[config.mk]
export PLATFORM = sky130hd
export DESIGN_NAME = ctl_port_decoder
export DESIGN_NICKNAME = d
export VERILOG_FILES = /design/src/rtl/ctl_pkg.sv /design/src/rtl/cpd_decode.sv /design/src/rtl/cpd_regs.sv /design/src/rtl/cpd_ready_fsm.sv /design/src/rtl/ctl_port_decoder.sv
export SDC_FILE = /design/constraint.sdc
export NUM_CORES = 1
export LEC_CHECK = 0
export BUFFER_PORTS_ARGS = -buffer_cell sky130_fd_sc_hd__buf_4
export CORE_MARGIN = 2
export CORE_UTILIZATION = 37
export CTS_CLUSTER_SIZE = 20
export DETAILED_ROUTE_END_ITERATION = 7
export PLACE_DENSITY = 0.85
export SYNTH_ARGS = -nofsm -noshare
export SYNTH_HDL_FRONTEND = slang
export SYNTH_SLANG_ARGS = --single-unit
[constraint.sdc]
create_clock -name clk -period 2.1 [get_ports clk]
set_clock_uncertainty 0.05 [all_clocks]
set_input_delay 0.21 -clock clk [delete_from_list [all_inputs] [get_ports clk]]
set_output_delay 0.21 -clock clk [all_outputs]
set_load 0.02 [all_outputs]
[src/rtl/ctl_pkg.sv]
package ctl_pkg;
    typedef enum logic [1:0] {
        RS_EMPTY = 2'd0,
        RS_KEY   = 2'd1,
        RS_PEN   = 2'd2,
        RS_HOST  = 2'd3
    } rdy_state_e;

    localparam logic [3:0] P_BANK   = 4'd0;
    localparam logic [3:0] P_FLIP   = 4'd1;
    localparam logic [3:0] P_STATUS = 4'd10;
    localparam logic [3:0] P_ACK    = 4'd11;
    localparam logic [3:0] P_LOAD   = 4'd12;
endpackage

[src/rtl/cpd_decode.sv]
module cpd_decode #(
    parameter int ADDR_W = 16,
    parameter int REL_W  = 4,
    parameter int TOP_W  = 4,
    parameter int FLIP_A = 5,
    parameter int FLIP_B = 6,
    localparam int BASE_W = ADDR_W - TOP_W - REL_W,
    localparam int NPORT  = 1 << REL_W
) (
    input  logic [ADDR_W-1:0] io_addr,
    input  logic [BASE_W-1:0] base_sel,
    input  logic              flip_eff,
    input  logic              bank_en,
    input  logic              io_rd,
    input  logic              io_wr,
    output logic [REL_W-1:0]  rel,
    output logic              rd_ok,
    output logic              wr_ok,
    output logic [NPORT-1:0]  port_en
);
    logic [BASE_W-1:0] exp_base;
    logic              top_zero;
    logic              hit;
    logic              allowed;

    for (genvar g = 0; g < BASE_W; g++) begin : g_cmp
        if ((g + REL_W == FLIP_A) || (g + REL_W == FLIP_B)) begin : g_flip
            assign exp_base[g] = base_sel[g] ^ flip_eff;
        end else begin : g_plain
            assign exp_base[g] = base_sel[g];
        end
    end

    assign top_zero = (io_addr[ADDR_W-1 -: TOP_W] == '0);
    assign hit      = top_zero && (io_addr[REL_W +: BASE_W] == exp_base);
    assign rel      = io_addr[REL_W-1:0];
    assign allowed  = hit && (bank_en || (rel == '0));
    assign rd_ok    = allowed && io_rd;
    assign wr_ok    = allowed && io_wr;

    always_comb begin
        port_en = '0;
        if (rd_ok || wr_ok) begin
            port_en = NPORT'(1) << rel;
        end
    end

    always_comb begin
        a_r11_onehot: assert ($onehot0(port_en));
    end
endmodule

[src/rtl/cpd_regs.sv]
module cpd_regs #(
    parameter int DATA_W = 8,
    localparam int SEL_W = $clog2(DATA_W)
) (
    input  logic              clk,
    input  logic              rst_n,
    input  logic              wr_bank,
    input  logic              wr_flip,
    input  logic              wr_ack,
    input  logic [DATA_W-1:0] wdata,
    input  logic [SEL_W-1:0]  bank_bit_sel,
    input  logic              flip_disable,
    output logic              bank_en,
    output logic              flip_eff,
    output logic              kclk_pull
);
    logic flip_q;

    always_ff @(posedge clk) begin
        if (!rst_n) begin
            bank_en   <= 1'b1;
            flip_q    <= 1'b0;
            kclk_pull <= 1'b0;
        end else begin
            if (wr_bank) begin
                bank_en <= wdata[bank_bit_sel];
            end
            if (wr_flip) begin
                flip_q <= wdata[0];
            end
            if (wr_ack) begin
                kclk_pull <= wdata[DATA_W-1];
            end
        end
    end

    assign flip_eff = flip_q & ~flip_disable;

    a_r2_bank_load: assert property (@(posedge clk) disable iff (!rst_n)
        wr_bank |=> (bank_en == $past(wdata[bank_bit_sel])));
    a_r2_bank_hold: assert property (@(posedge clk) disable iff (!rst_n)
        !wr_bank |=> $stable(bank_en));
    a_r6_kclk_load: assert property (@(posedge clk) disable iff (!rst_n)
        wr_ack |=> (kclk_pull == $past(wdata[DATA_W-1])));
    a_r4_jumper_off: assert property (@(posedge clk) disable iff (!rst_n)
        flip_disable |-> !flip_eff);
endmodule

[src/rtl/cpd_ready_fsm.sv]
module cpd_ready_fsm
    import ctl_pkg::*;
#(
    parameter int DATA_W = 8
) (
    input  logic              clk,
    input  logic              rst_n,
    input  logic              wr_ack,
    input  logic              wr_load,
    input  logic [DATA_W-1:0] kbd_byte,
    input  logic              kbd_strobe,
    input  logic              pen_in,
    output logic              ready,
    output logic [DATA_W-1:0] data_q
);
    rdy_state_e state_q, state_d;
    logic       pen_q;
    logic       pen_rise;
    logic       load_key;

    assign pen_rise = pen_in & ~pen_q;

    always_comb begin
        state_d  = state_q;
        load_key = 1'b0;
        unique case (state_q)
            RS_EMPTY: begin
                if (wr_ack) begin
                    state_d = RS_EMPTY;
                end else if (wr_load) begin
                    state_d = RS_HOST;
                end else if (kbd_strobe) begin
                    state_d  = RS_KEY;
                    load_key = 1'b1;
                end else if (pen_rise) begin
                    state_d = RS_PEN;
                end
            end
            RS_KEY, RS_PEN, RS_HOST: begin
                if (wr_ack) begin
                    state_d = RS_EMPTY;
                end else if (wr_load) begin
                    state_d = RS_HOST;
                end
            end
            default: state_d = RS_EMPTY;
        endcase
    end

    always_ff @(posedge clk) begin
        if (!rst_n) begin
            state_q <= RS_EMPTY;
            pen_q   <= 1'b0;
        end else begin
            state_q <= state_d;
            pen_q   <= pen_in;
        end
    end

    always_ff @(posedge clk) begin
        if (!rst_n) begin
            data_q <= '0;
        end else if (wr_ack) begin
            data_q <= '0;
        end else if (load_key) begin
            data_q <= kbd_byte;
        end
    end

    assign ready = (state_q != RS_EMPTY);

    a_r6_ack_clears: assert property (@(posedge clk) disable iff (!rst_n)
        wr_ack |=> (!ready && data_q == '0));
    a_r7_load_sets: assert property (@(posedge clk) disable iff (!rst_n)
        (wr_load && !wr_ack) |=> (state_q == RS_HOST));
    a_r8_key_capture: assert property (@(posedge clk) disable iff (!rst_n)
        (!ready && kbd_strobe && !wr_ack && !wr_load) |=> (ready && data_q == $past(kbd_byte)));
    a_r9_held_data: assert property (@(posedge clk) disable iff (!rst_n)
        (ready && !wr_ack) |=> (ready && $stable(data_q)));
endmodule

[src/rtl/ctl_port_decoder.sv]
module ctl_port_decoder
    import ctl_pkg::*;
#(
    parameter int ADDR_W = 16,
    parameter int DATA_W = 8,
    parameter int REL_W  = 4,
    localparam int TOP_W  = 4,
    localparam int BASE_W = ADDR_W - TOP_W - REL_W,
    localparam int NPORT  = 1 << REL_W,
    localparam int SEL_W  = $clog2(DATA_W)
) (
    input  logic              clk,
    input  logic              rst_n,
    input  logic [ADDR_W-1:0] io_addr,
    input  logic [DATA_W-1:0] io_wdata,
    input  logic              io_rd,
    input  logic              io_wr,
    input  logic [BASE_W-1:0] base_sel,
    input  logic [SEL_W-1:0]  bank_bit_sel,
    input  logic              flip_disable,
    input  logic [DATA_W-1:0] kbd_byte,
    input  logic              kbd_strobe,
    input  logic              pen_in,
    input  logic              pen_sw,
    input  logic              vsync,
    input  logic              disp_en,
    output logic [DATA_W-1:0] rd_data,
    output logic              rd_valid,
    output logic [NPORT-1:0]  port_en,
    output logic              mem_access_en,
    output logic              mem_a15_flip,
    output logic              irq,
    output logic              kbd_clk_pull
);
    logic [REL_W-1:0]  rel;
    logic              rd_ok, wr_ok;
    logic              bank_en, flip_eff;
    logic              ready;
    logic [DATA_W-1:0] in_data;
    logic              wr_bank, wr_flip, wr_ack, wr_load;

    cpd_decode #(
        .ADDR_W (ADDR_W),
        .REL_W  (REL_W),
        .TOP_W  (TOP_W)
    ) u_decode (
        .io_addr  (io_addr),
        .base_sel (base_sel),
        .flip_eff (flip_eff),
        .bank_en  (bank_en),
        .io_rd    (io_rd),
        .io_wr    (io_wr),
        .rel      (rel),
        .rd_ok    (rd_ok),
        .wr_ok    (wr_ok),
        .port_en  (port_en)
    );

    assign wr_bank = wr_ok && (rel == P_BANK);
    assign wr_flip = wr_ok && (rel == P_FLIP);
    assign wr_ack  = wr_ok && (rel == P_ACK);
    assign wr_load = wr_ok && (rel == P_LOAD);

    cpd_regs #(
        .DATA_W (DATA_W)
    ) u_regs (
        .clk          (clk),
        .rst_n        (rst_n),
        .wr_bank      (wr_bank),
        .wr_flip      (wr_flip),
        .wr_ack       (wr_ack),
        .wdata        (io_wdata),
        .bank_bit_sel (bank_bit_sel),
        .flip_disable (flip_disable),
        .bank_en      (bank_en),
        .flip_eff     (flip_eff),
        .kclk_pull    (kbd_clk_pull)
    );

    cpd_ready_fsm #(
        .DATA_W (DATA_W)
    ) u_ready (
        .clk        (clk),
        .rst_n      (rst_n),
        .wr_ack     (wr_ack),
        .wr_load    (wr_load),
        .kbd_byte   (kbd_byte),
        .kbd_strobe (kbd_strobe),
        .pen_in     (pen_in),
        .ready      (ready),
        .data_q     (in_data)
    );

    always_comb begin
        rd_data = '0;
        if (rd_ok) begin
            unique case (rel)
                P_STATUS: begin
                    rd_data      = '0;
                    rd_data[3:0] = {vsync, pen_sw, ready, disp_en};
                end
                P_LOAD:  rd_data = in_data;
                default: rd_data = '1;
            endcase
        end
    end

    assign rd_valid      = rd_ok;
    assign mem_access_en = bank_en;
    assign mem_a15_flip  = flip_eff;
    assign irq           = ready;

    a_r3_disabled_quiet: assert property (@(posedge clk) disable iff (!rst_n)
        (!mem_access_en && io_addr[REL_W-1:0] != '0) |-> (port_en == '0 && !rd_valid));
    a_r10_no_stray_data: assert property (@(posedge clk) disable iff (!rst_n)
        !rd_valid |-> (rd_data == '0));
    a_r1_top_nibble: assert property (@(posedge clk) disable iff (!rst_n)
        (io_addr[ADDR_W-1 -: TOP_W] != '0) |-> (port_en == '0));
endmodule

Yosys cells after proc, flatten, opt, wreduce, memory -nomap -nowiden
Cells that the tools add are included.
- output and inout bits: 29
- word-level logic and storage cells: 58
- register bits: 14
- input port bits: 53
- $lt $le $gt $ge: 1
- mux-type cells: 16
- bitwise logic cells: 7
- shift operators: 1
- reductions and logical operators: 17
- equal/unequal tests: 10
- operators by type and width (operator ; number):
    16-bit 2-to-1 mux ; 1
    8-bit one-hot mux with 2 select lines ; 1
    1-bit by 4-bit << shifter with 16-bit output, first input constant ; 1
    4-bit == test, second input constant ; 3
    2-bit 2-to-1 mux ; 6
    8-bit == test ; 1
    1-bit logical AND ; 8
    4-bit zero test ; 2
    8-bit 2-to-1 mux ; 1
    1-bit 2-to-1 mux ; 5
    5-bit by 2-bit != test with 1-bit output, second input constant ; 1
    2-bit == test, second input constant ; 2
    4-bit by 1-bit == test with 1-bit output, second input constant ; 1
    3-bit by 4-bit < comparator with 1-bit output, second input constant ; 1
    2-bit one-hot mux with 2 select lines ; 1
    1-bit binary-select mux with 3-bit select ; 1
    3-bit by 1-bit != test with 1-bit output, second input constant ; 1
    1-bit inverter ; 3
    3-bit OR reduction ; 1
    1-bit AND ; 2
    2-bit by 1-bit == test with 1-bit output, second input constant ; 1
    2-bit zero test ; 1
    1-bit logical OR ; 2
    2-bit AND reduction ; 1
    other kinds (3) ; 4

Logic depth before layout (Yosys ltp)
Gate-level depths: netlist of run 1.
- depth after elaboration: 11
- depth in mapped cells: 8
- depth with buffers taken out: 7

Hierarchy
A second synthesis of run 1 with hierarchy kept.
- cell total of the unflattened synthesis: 142
- area, all modules: 1238.7 sq um
- by module, submodules not included (module ; cells an instance ; instances ; sequential area each (sq um) ; area an instance (sq um)):
    cpd_ready_fsm ; 49 ; 1 ; 220.2 ; 503.0
    cpd_decode ; 50 ; 1 ; 0.0 ; 357.8
    cpd_regs ; 17 ; 1 ; 60.1 ; 191.4
    ctl_port_decoder ; 26 ; 1 ; 0.0 ; 186.4

Worst setup path after synthesis of run 1
No wires, ideal clock.
- kind: input-to-output
- start point: input io_addr[1]
- end point: output port_en[0]
- slack: -0.335 ns
- data required time: 1.840 ns
- stages on the path: 7
- arrival: 2.175 ns
- cell sequence: clkbuf_1 nor4_2 or2_2 o2111a_1 o211ai_1 clkbuf_1 nor4_1
- longest elaborated chain between the ends: 6
- RTL lines (item ; line ; source):
    from (decl) ; ctl_port_decoder.sv:14 ; input logic [ADDR_W-1:0] io_addr,
    4-bit zero test ; cpd_decode.sv:37 ; assign allowed = hit && (bank_en || (rel == '0));
    1-bit logical OR ; cpd_decode.sv:37 ;
    1-bit logical AND ; cpd_decode.sv:37 ;
    1-bit logical AND (on tied branches) ; cpd_decode.sv:38, cpd_decode.sv:39 ;
    1-bit logical OR ; cpd_decode.sv:43 ; if (rd_ok || wr_ok) begin
    16-bit 2-to-1 mux (*) ; cpd_decode.sv:43 ;
    to (decl) ; ctl_port_decoder.sv:29 ; output logic [NPORT-1:0] port_en,
Mark *: on every way between the ends. The rest lies on a longest branch, timed or not.

Final worst setup path of run 1
- start point: register u_regs.flip_q
- end point: output port_en[10]
- longest elaborated chain between the ends: 8
- RTL lines (item ; line ; source):
    from (decl) ; cpd_regs.sv:17 ; logic flip_q;
    from (signal assigned) ; cpd_regs.sv:29 ; flip_q <= wdata[0];
    1-bit AND (*) ; cpd_regs.sv:37 ; assign flip_eff = flip_q & ~flip_disable;
    1-bit bitwise XOR ; cpd_decode.sv:28 ; assign exp_base[g] = base_sel[g] ^ flip_eff;
    8-bit == test (*) ; cpd_decode.sv:35 ; assign hit = top_zero && (io_addr[REL_W +: BASE_W] == exp_base);
    1-bit logical AND (*) ; cpd_decode.sv:35 ;
    1-bit logical AND (*) ; cpd_decode.sv:37 ;
    1-bit logical AND (on tied branches) ; cpd_decode.sv:38, cpd_decode.sv:39 ;
    1-bit logical OR (*) ; cpd_decode.sv:43 ;
    16-bit 2-to-1 mux (*) ; cpd_decode.sv:43 ;
Marks and branches as above.

==> metrics.md, run 1 <==
| Metric | Value |
|---|---|
| Status | finished with violations |
| Failing checks | setup timing |
| ANT nets after route | 0 |
| Data arrival, critical path | 1.91 ns |
| Initial Utilization | 38.39% |
| GRT met1 Usage | 24.31% |
| Antenna violations before repair | 0 |
| RSZ-0062 raised after global routing | yes |
| Worst r2r src | u_regs.flip_q$_SDFFE_PN0P_ |
| Final min period | 2.172 ns |
| Worst Hold Path EP | u_ready.pen_q$_SDFF_PN0_ |
| Hold path depth | 2 |
| Avg Vias per Cell | 5.040 |
| HP Start | pen_in |
| Power Density | 360.5 mW/mm² |
| Yosys top cell area share | 24.11% |
| Inst Count DP | 270 |
| Mean Syn Cell Area | 8.362 µm² |
| Post-Layout Cell Count | 278 |
| Seq cells post-synth | 14 |
| 1st-iter DRT viols | 30 |
| Leak | 1.035 nW |
| Worst-skew pair later-pin latency | 0.28 ns |
| CP startpoint kind | flip-flop |
| Fin. max-slew vios | 0 |
| Busiest grt layer | met2 |
| Max_slew headroom | 41.90% |
| Netlist cell types | 39 |
| Final nets | 288 |
| CTS tree | yes |
| R2R Setup Slk | 0.16 ns |
| CTS Buf Count | 3 |
| Syn Inst Count | 139 |
| Vias in the first global route | 1,360 |
| Layout cells sized above 1 | 57.26% |
| Worst-path clk slew | 0.08 ns |
| Mapped cell area | 0.001162 mm² |
| GP Congestion | 0.7536 |
| Min-Delay Path Class | input port to flip-flop |
| Core box area | 0.003028 mm² |
| Fin util | 73.60% |
| DRT Pass-1 Iters | 4 |
| Vias after detailed routing | 1,401 |
| Layout fillers | 219 |
| GR Util All Layers | 21.02% |
| # port buffers | 81 |
| Number of synthesis warnings | 0 |
| Max Freq | 0.4603 GHz |
| Register area share after synthesis | 24.11% |
| First-pass GRT wire length | 5.858 mm |
| Worst EP required | 1.84 ns |
| FP Rows | 20 |
| Final Hold Viols | 0 |
| Final Cycle Share | 103.4% |
| Routing usage on met3 | 2.814% |
| Largest area contributor in the netlist | dfxtp_1 |
| Area of the multi-input gates | 0.001032 mm² |
| Hold Buf Count CTS | 0 |
| Die Ht | 60.05 µm |
| Clock root buffer | clkbuf_4 |
| Crit. End Element | primary output |
| Routing usage on met2 | 39.29% |
| Measured slew at the worst slew-check pin | 0.8676 ns |
| Synth area leaders | dfxtp_1, mux2i_1, nor3_1 |
| Synth-to-Final Area Change | 91.71% |
| WL per Instance | 12.85 µm |
| Kind of critical path | flip-flop to primary output |
| Final Setup Violations | 13 |
| CTS sink cnt | 14 |
| I/O pins | 82 |
| Max Root-Sink Buffers | 2 |
| Die footprint | 0.003606 mm² |
| Post-route setup slack | -0.07244 ns |
| Die extent in x | 60.05 µm |
| Syn Nets | 192 |
| Crit path max fanout | 8 |
| Diodes inserted | 0 |
| GRT overflow | 0 |
| DP HPWL | 2.914 mm |
| Cells on worst reg2reg path | 7 |
| Final wirelength | 3.571 mm |
| Flip-flop and latch area | 281.5 µm² |
| R2R Path End | u_ready.data_q[0]$_SDFFE_PP0P_ |
| Largest net degree at the start of global routing | 10 |
| H-tree depth | 1 |
| DRC viols | 0 |
| # Max-Cap Violations | 0 |
| Maximum vdd drop | 0.4895 mV |
-- cells in the mapped netlist, drive strengths merged --
cell,n
or3,2
mux2i,11
nand2,5
a21oi,7
dfxtp,14
nand3,5
nor2b,1
buf,1
nor4bb,1
a2bb2oi,1
or4b,1
nor3b,1
a22oi,4
a41oi,1
nor4,6
or2,4
a41o,1
o21bai,1
nand2b,6
xor2,5
clkbuf,5
xnor2,6
o21a,4
o2111a,1
o2111ai,1
o21ai,1
a2111oi,1
inv,5
nor3,15
or4,1
o211ai,2
mux4,2
a211oi,1
and2,1
and3,1
nor2,13
o41ai,1
-- critical path, stage by stage, from the launching register on --
cell       delay, ns
dfxtp_2         0.35
nand2b_4        0.09
inv_2           0.06
nor3_4          0.13
o2111a_1        0.22
o211ai_1        0.11
bufbuf_16       0.29
buf_4           0.14
nor3_4          0.11
buf_6           0.14
-- cells by family after synthesis --
| group | synth area share (%) |
|---|---|
| simple gates | 29.60 |
| compound gates | 20.45 |
| flops | 24.11 |
| mux | 13.35 |
| xor+xnor | 8.288 |
| buf+inv | 4.198 |
-- cell usage in the layout (no fill, tap or decap), types with 2 or more instances in the layout --
cell      netlist  layout
mux4_2          2       2
nand2b_1        6       5
nor3_4          0       9
nor4_4          0       4
buf_4           0      86
a22oi_1         4       4
nor2_1         13      10
nand3_1         5       4
o211ai_1        2       2
buf_6           1       9
nor4_1          5       2
or3_1           2       2
mux2i_1        11      11
clkbuf_4        0       3
or2_2           3       3
xnor2_1         6       6
dfxtp_1        14      13
nor2_2          0       2
inv_1           5       4
a21oi_1         7       5
a21oi_2         0       2
nor3_1         15       6
o21a_1          4       4
nand2_1         5       5
xor2_1          5       5
-- registers in the layout (all words and copies together) (netlist names) --
register,count
u_regs.kclk_pull,1
u_regs.flip_q,1
u_ready.data_q,8
u_regs.bank_en,1
u_ready.state_q,2
u_ready.pen_q,1
-- power breakdown --
part / internal (W) / total [W] / switching [W]
clock network: 0.000105 / 0.000189 / 0.0000834
logic: 0.000162 / 0.000309 / 0.000147
registers: 0.000291 / 0.000305 / 0.0000145
-- routing by layer --
layer / share of wire (%) / wire (µm)
met5: 0 / 0
met4: 1.4 / 51
met3: 4.6 / 164
met2: 53 / 1891
met1: 41 / 1463
-- worst max path at each step --
stage	end	slack, ns	startpoint
2_1_floorplan	port_en[5]	-0.006	io_addr[0]
3_3_place_gp	u_ready.data_q[2]$_SDFFE_PP0P_	-0.16	io_addr[15]
3_5_place_dp	u_ready.data_q[0]$_SDFFE_PP0P_	-0.21	io_addr[15]
4_1_cts	port_en[3]	-0.13	u_regs.flip_q$_SDFFE_PN0P_
5_1_grt	port_en[4]	-0.20	u_regs.flip_q$_SDFFE_PN0P_
6_report	port_en[10]	-0.07	u_regs.flip_q$_SDFFE_PN0P_
-- through the flow --
step / total power [W] / instance area, µm² / hold WS (ns) / setup TNS (ns) / setup WS, ns
5_1_grt: 0.0008526 / 2228 / 0.1080 / -2.963 / -0.1995
3_5_place_dp: 0.0006089 / 2029 / 0.3779 / -1.673 / -0.2113
2_1_floorplan: 0.0004833 / 1305 / 0.2817 / -0.02547 / -0.006368
6_report: 0.0008033 / 2228 / 0.09130 / -0.5737 / -0.07244
3_3_place_gp: 0.0006007 / 2029 / 0.3732 / -1.395 / -0.1626
4_1_cts: 0.0008019 / 2173 / 0.08877 / -1.160 / -0.1283
-- final cells by class --
| class | count | area share (%) |
|---|---|---|
| inverter | 5 | 0.8422 |
| sequential | 14 | 12.63 |
| tap | 44 | 2.471 |
| multi-input combinational | 114 | 46.32 |
| timing repair buffer | 97 | 36.10 |
| clock buffer | 4 | 1.628 |
-- what timing repair did --
action	4_1_cts	5_1_grt
endpoints found under the setup margin	25	25
buffers inserted	2	1
cloned	1	0
gates resized for setup	15	10
pin swaps	3	2
(Power assumes the default switching activity.)
==> inputs of run 2 (changes only) <==
RECOVER_POWER = 100   (was unset)
==> run 2 against run 1 <==
The run still ends with setup timing left. Non-clock buffer count unchanged. Register-to-register slack improved by 0.02 ns. Hold slack improved by 0.0018 ns. Global-route usage unchanged. Critical path depth unchanged. Sequential power about the same. Clock power about the same. Via count decreased by 0.86%. Setup slack got worse by 0.0012 ns. Sequential cell count unchanged. Cell count unchanged. First-iteration DRC count increased by 6.7%. Largest cell class unchanged. Highest routed layer unchanged.
==> metrics.md, run 2 (synthesis results as in run 1) <==
| Metric | Value |
|---|---|
| Data arrival, critical path | 1.91 ns (about the same) |
| Area of the multi-input gates | 0.001023 mm² (was 0.001032 mm²) |
| Largest stage delay, worst path | 0.35 ns (about the same) |
| Biggest regs | u_ready.data_q x8, u_ready.state_q x2 (unchanged) |
| Worst-path clk slew | 0.08 ns (about the same) |
| WL per Instance | 12.84 µm (was 12.85 µm) |
| Failing checks | setup timing (unchanged) |
| GR Util All Layers | 21.02% (unchanged) |
| Finished Cell Area | 0.002201 mm² (was 0.002228 mm²) |
| Die footprint | 0.003606 mm² (unchanged) |
| GP Congestion | 0.7536 (unchanged) |
| DRT Pass-1 Iters | 3 (was 4) |
| P_int | 0.0005517 W (was 0.0005586 W) |
| Post-route setup slack | -0.07361 ns (was -0.07244 ns) |
| 1st-iter DRT viols | 32 (was 30) |
| Critical path launch point | u_regs.flip_q$_SDFFE_PN0P_ (unchanged) |
| Worst EP required | 1.84 ns (about the same) |
| Sw Pwr | 0.0002428 W (was 0.0002448 W) |
| CTS sink cnt | 14 (unchanged) |
| Max_slew headroom | 43.88% (was 41.90%) |
| Seq pwr share | 38.4% (was 38.0%) |
| Die Ht | 60.05 µm (unchanged) |
| Vias in the first global route | 1,360 (unchanged) |
| # Max-Cap Violations | 0 (unchanged) |
| Final wirelength | 3.570 mm (was 3.571 mm) |
| Crit path max fanout | 8 (unchanged) |
| Layout fillers | 230 (was 219) |
| Maximum vdd drop | 0.4901 mV (was 0.4895 mV) |
| Power Density | 361.0 mW/mm² (was 360.5 mW/mm²) |
| Switching Fraction | 30.56% (was 30.47%) |
| Largest Register | u_ready.data_q (unchanged) |
| Comb pwr share | 37.7% (was 38.5%) |
| CP most frequent cell | nor3_4 (unchanged) |
| Slowest CP cell | dfxtp_2 (unchanged) |
| CTS Buf Count | 3 (unchanged) |
| Commonest non-fill, non-tap cells in the layout | buf_4, dfxtp_1, mux2i_1 (unchanged) |
| Tot Pwr | 0.0007944 W (was 0.0008033 W) |
| Final nets | 288 (unchanged) |
| H-tree depth | 1 (unchanged) |
| R2R Setup Slk | 0.18 ns (was 0.16 ns) |
| Max Freq | 0.4601 GHz (was 0.4603 GHz) |
| Leak | 1.014 nW (was 1.035 nW) |
| Cells on worst reg2reg path | 7 (unchanged) |
| Worst-skew pair later-pin latency | 0.28 ns (about the same) |
| First-pass GRT wire length | 5.858 mm (unchanged) |
| Status | finished with violations (unchanged) |
| FP Rows | 20 (unchanged) |
| Avg Vias per Cell | 4.996 (was 5.040) |
| # port buffers | 81 (unchanged) |
| GRT overflow | 0 (unchanged) |
| Largest net degree at the start of global routing | 10 (unchanged) |
| Layout cells sized above 1 | 54.70% (was 57.26%) |
| Synth-to-Final Area Change | 89.34% (was 91.71%) |
| Worst Hold Path EP | u_ready.pen_q$_SDFF_PN0_ (unchanged) |
| Cell family with most CP delay | buffers and inverters (unchanged) |
| Max Root-Sink Buffers | 2 (unchanged) |
| Clock root buffer | clkbuf_4 (unchanged) |
| Die extent in x | 60.05 µm (unchanged) |
| Hold path depth | 2 (unchanged) |
| Flip-flop and latch area | 281.5 µm² (unchanged) |
| ANT nets after route | 0 (unchanged) |
| Final Setup Violations | 13 (unchanged) |
| RSZ-0062 raised after global routing | yes (unchanged) |
| Min-Delay Path Class | input port to flip-flop (unchanged) |
| Core box area | 0.003028 mm² (unchanged) |
| Placement Cell Area | 0.002029 mm² (unchanged) |
| Clock group share of total power | 23.8% (was 23.5%) |
| Crit. End Element | primary output (unchanged) |
| Diodes inserted | 0 (unchanged) |
| Final min period | 2.174 ns (was 2.172 ns) |
| Worst r2r src | u_regs.flip_q$_SDFFE_PN0P_ (unchanged) |
| Final Hold Viols | 0 (unchanged) |
| Buf/Inv on CP | 4 (unchanged) |
| Commonest non-fill, non-tap cell in the layout | buf_4 (unchanged) |
| Number of flip-flops in the largest register | 8 (unchanged) |
| Initial Utilization | 38.39% (unchanged) |
| CTS tree | yes (unchanged) |
| Vias after detailed routing | 1,389 (was 1,401) |
| HP Start | pen_in (unchanged) |
| CP startpoint kind | flip-flop (unchanged) |
| CP cell instances | nand2b_4 -> inv_2 -> nor3_4 -> o2111a_1 -> o211ai_1 -> bufbuf_16 -> buf_4 -> nor3_4 -> buf_6 (unchanged) |
| DRC viols | 0 (unchanged) |
| Final Cycle Share | 103.5% (was 103.4%) |
| DP HPWL | 2.914 mm (unchanged) |
| Measured slew at the worst slew-check pin | 0.8381 ns (was 0.8676 ns) |
| I/O pins | 82 (unchanged) |
| R2R Path End | u_ready.data_q[0]$_SDFFE_PP0P_ (unchanged) |
| Fin. max-slew vios | 0 (unchanged) |
| Kind of critical path | flip-flop to primary output (unchanged) |
| Antenna violations before repair | 0 (unchanged) |
==> run 2: cell types whose count changed in the layout (fill, tap and decap cells not counted), sizes merged <==
cell	delta
buf	-5
clkbuf	+5
==> run 2: what timing repair did <==
action / 4_1_cts / 5_1_grt
hold buffers: 0 / 0
pin swaps: 3 / 2
setup buffers: 2 / 1
hold endpoints to repair: 0 / 0
gates resized for setup: 15 / 10
cloned: 1 / 0
setup endpoints to repair: 25 / 25
==> run 2: worst max-delay path by stage <==
stage / to / slack [ns] / cells after the start
2_1_floorplan: port_en[5] / -0.006 / 6
3_3_place_gp: u_ready.data_q[2]$_SDFFE_PP0P_ / -0.16 / 7
3_5_place_dp: u_ready.data_q[0]$_SDFFE_PP0P_ / -0.21 / 7
4_1_cts: port_en[3] / -0.13 / 8
5_1_grt: port_en[4] / -0.20 / 8
6_report: port_en[10] / -0.07 / 9
==> run 2: power groups by stage <==
stage	Clock [W]	Combinational, W	Sequential (W)
after global routing	0.000208	0.000326	0.000308
after floorplan	0	0.000177	0.000306
after CTS	0.000190	0.000307	0.000305
after detailed placement	0	0.000298	0.000311
final	0.000189	0.000300	0.000305
after global placement	0	0.000291	0.000309
==> run 2: final cells by class <==
type                       instances  share of cell area [%]
multi-input combinational        114                   46.50
timing repair buffer              97                   35.70
sequential                        14                   12.79
tap                               44                   2.501
clock buffer                       4                   1.649
inverter                           5                  0.8528
==> run 2: metrics by stage <==
| stage | cells | util (%) | setup TNS, ns | hold slack (ns) | worst slack, ns |
|---|---|---|---|---|---|
| 5_1_grt | 278 | 72.69 | -3.026 | 0.1223 | -0.1995 |
| 3_5_place_dp | 270 | 67.02 | -1.673 | 0.3779 | -0.2113 |
| 6_report | 278 | 72.69 | -0.5892 | 0.09309 | -0.07361 |
| 4_1_cts | 277 | 71.78 | -1.160 | 0.08877 | -0.1283 |
| 3_3_place_gp | 270 | 67.02 | -1.395 | 0.3732 | -0.1626 |
| 2_1_floorplan | 139 | - | -0.02547 | 0.2817 | -0.006368 |
==> run 2: per-layer routing <==
metal	up-vias	global-route usage [%]	share of wire, %	routed length, µm
li1	707	-	-	-
met1	634	24.31	41	1473
met2	42	39.29	53	1887
met3	6	2.814	4.4	157
met4	0	6.667	1.4	51
met5	-	0	0	0
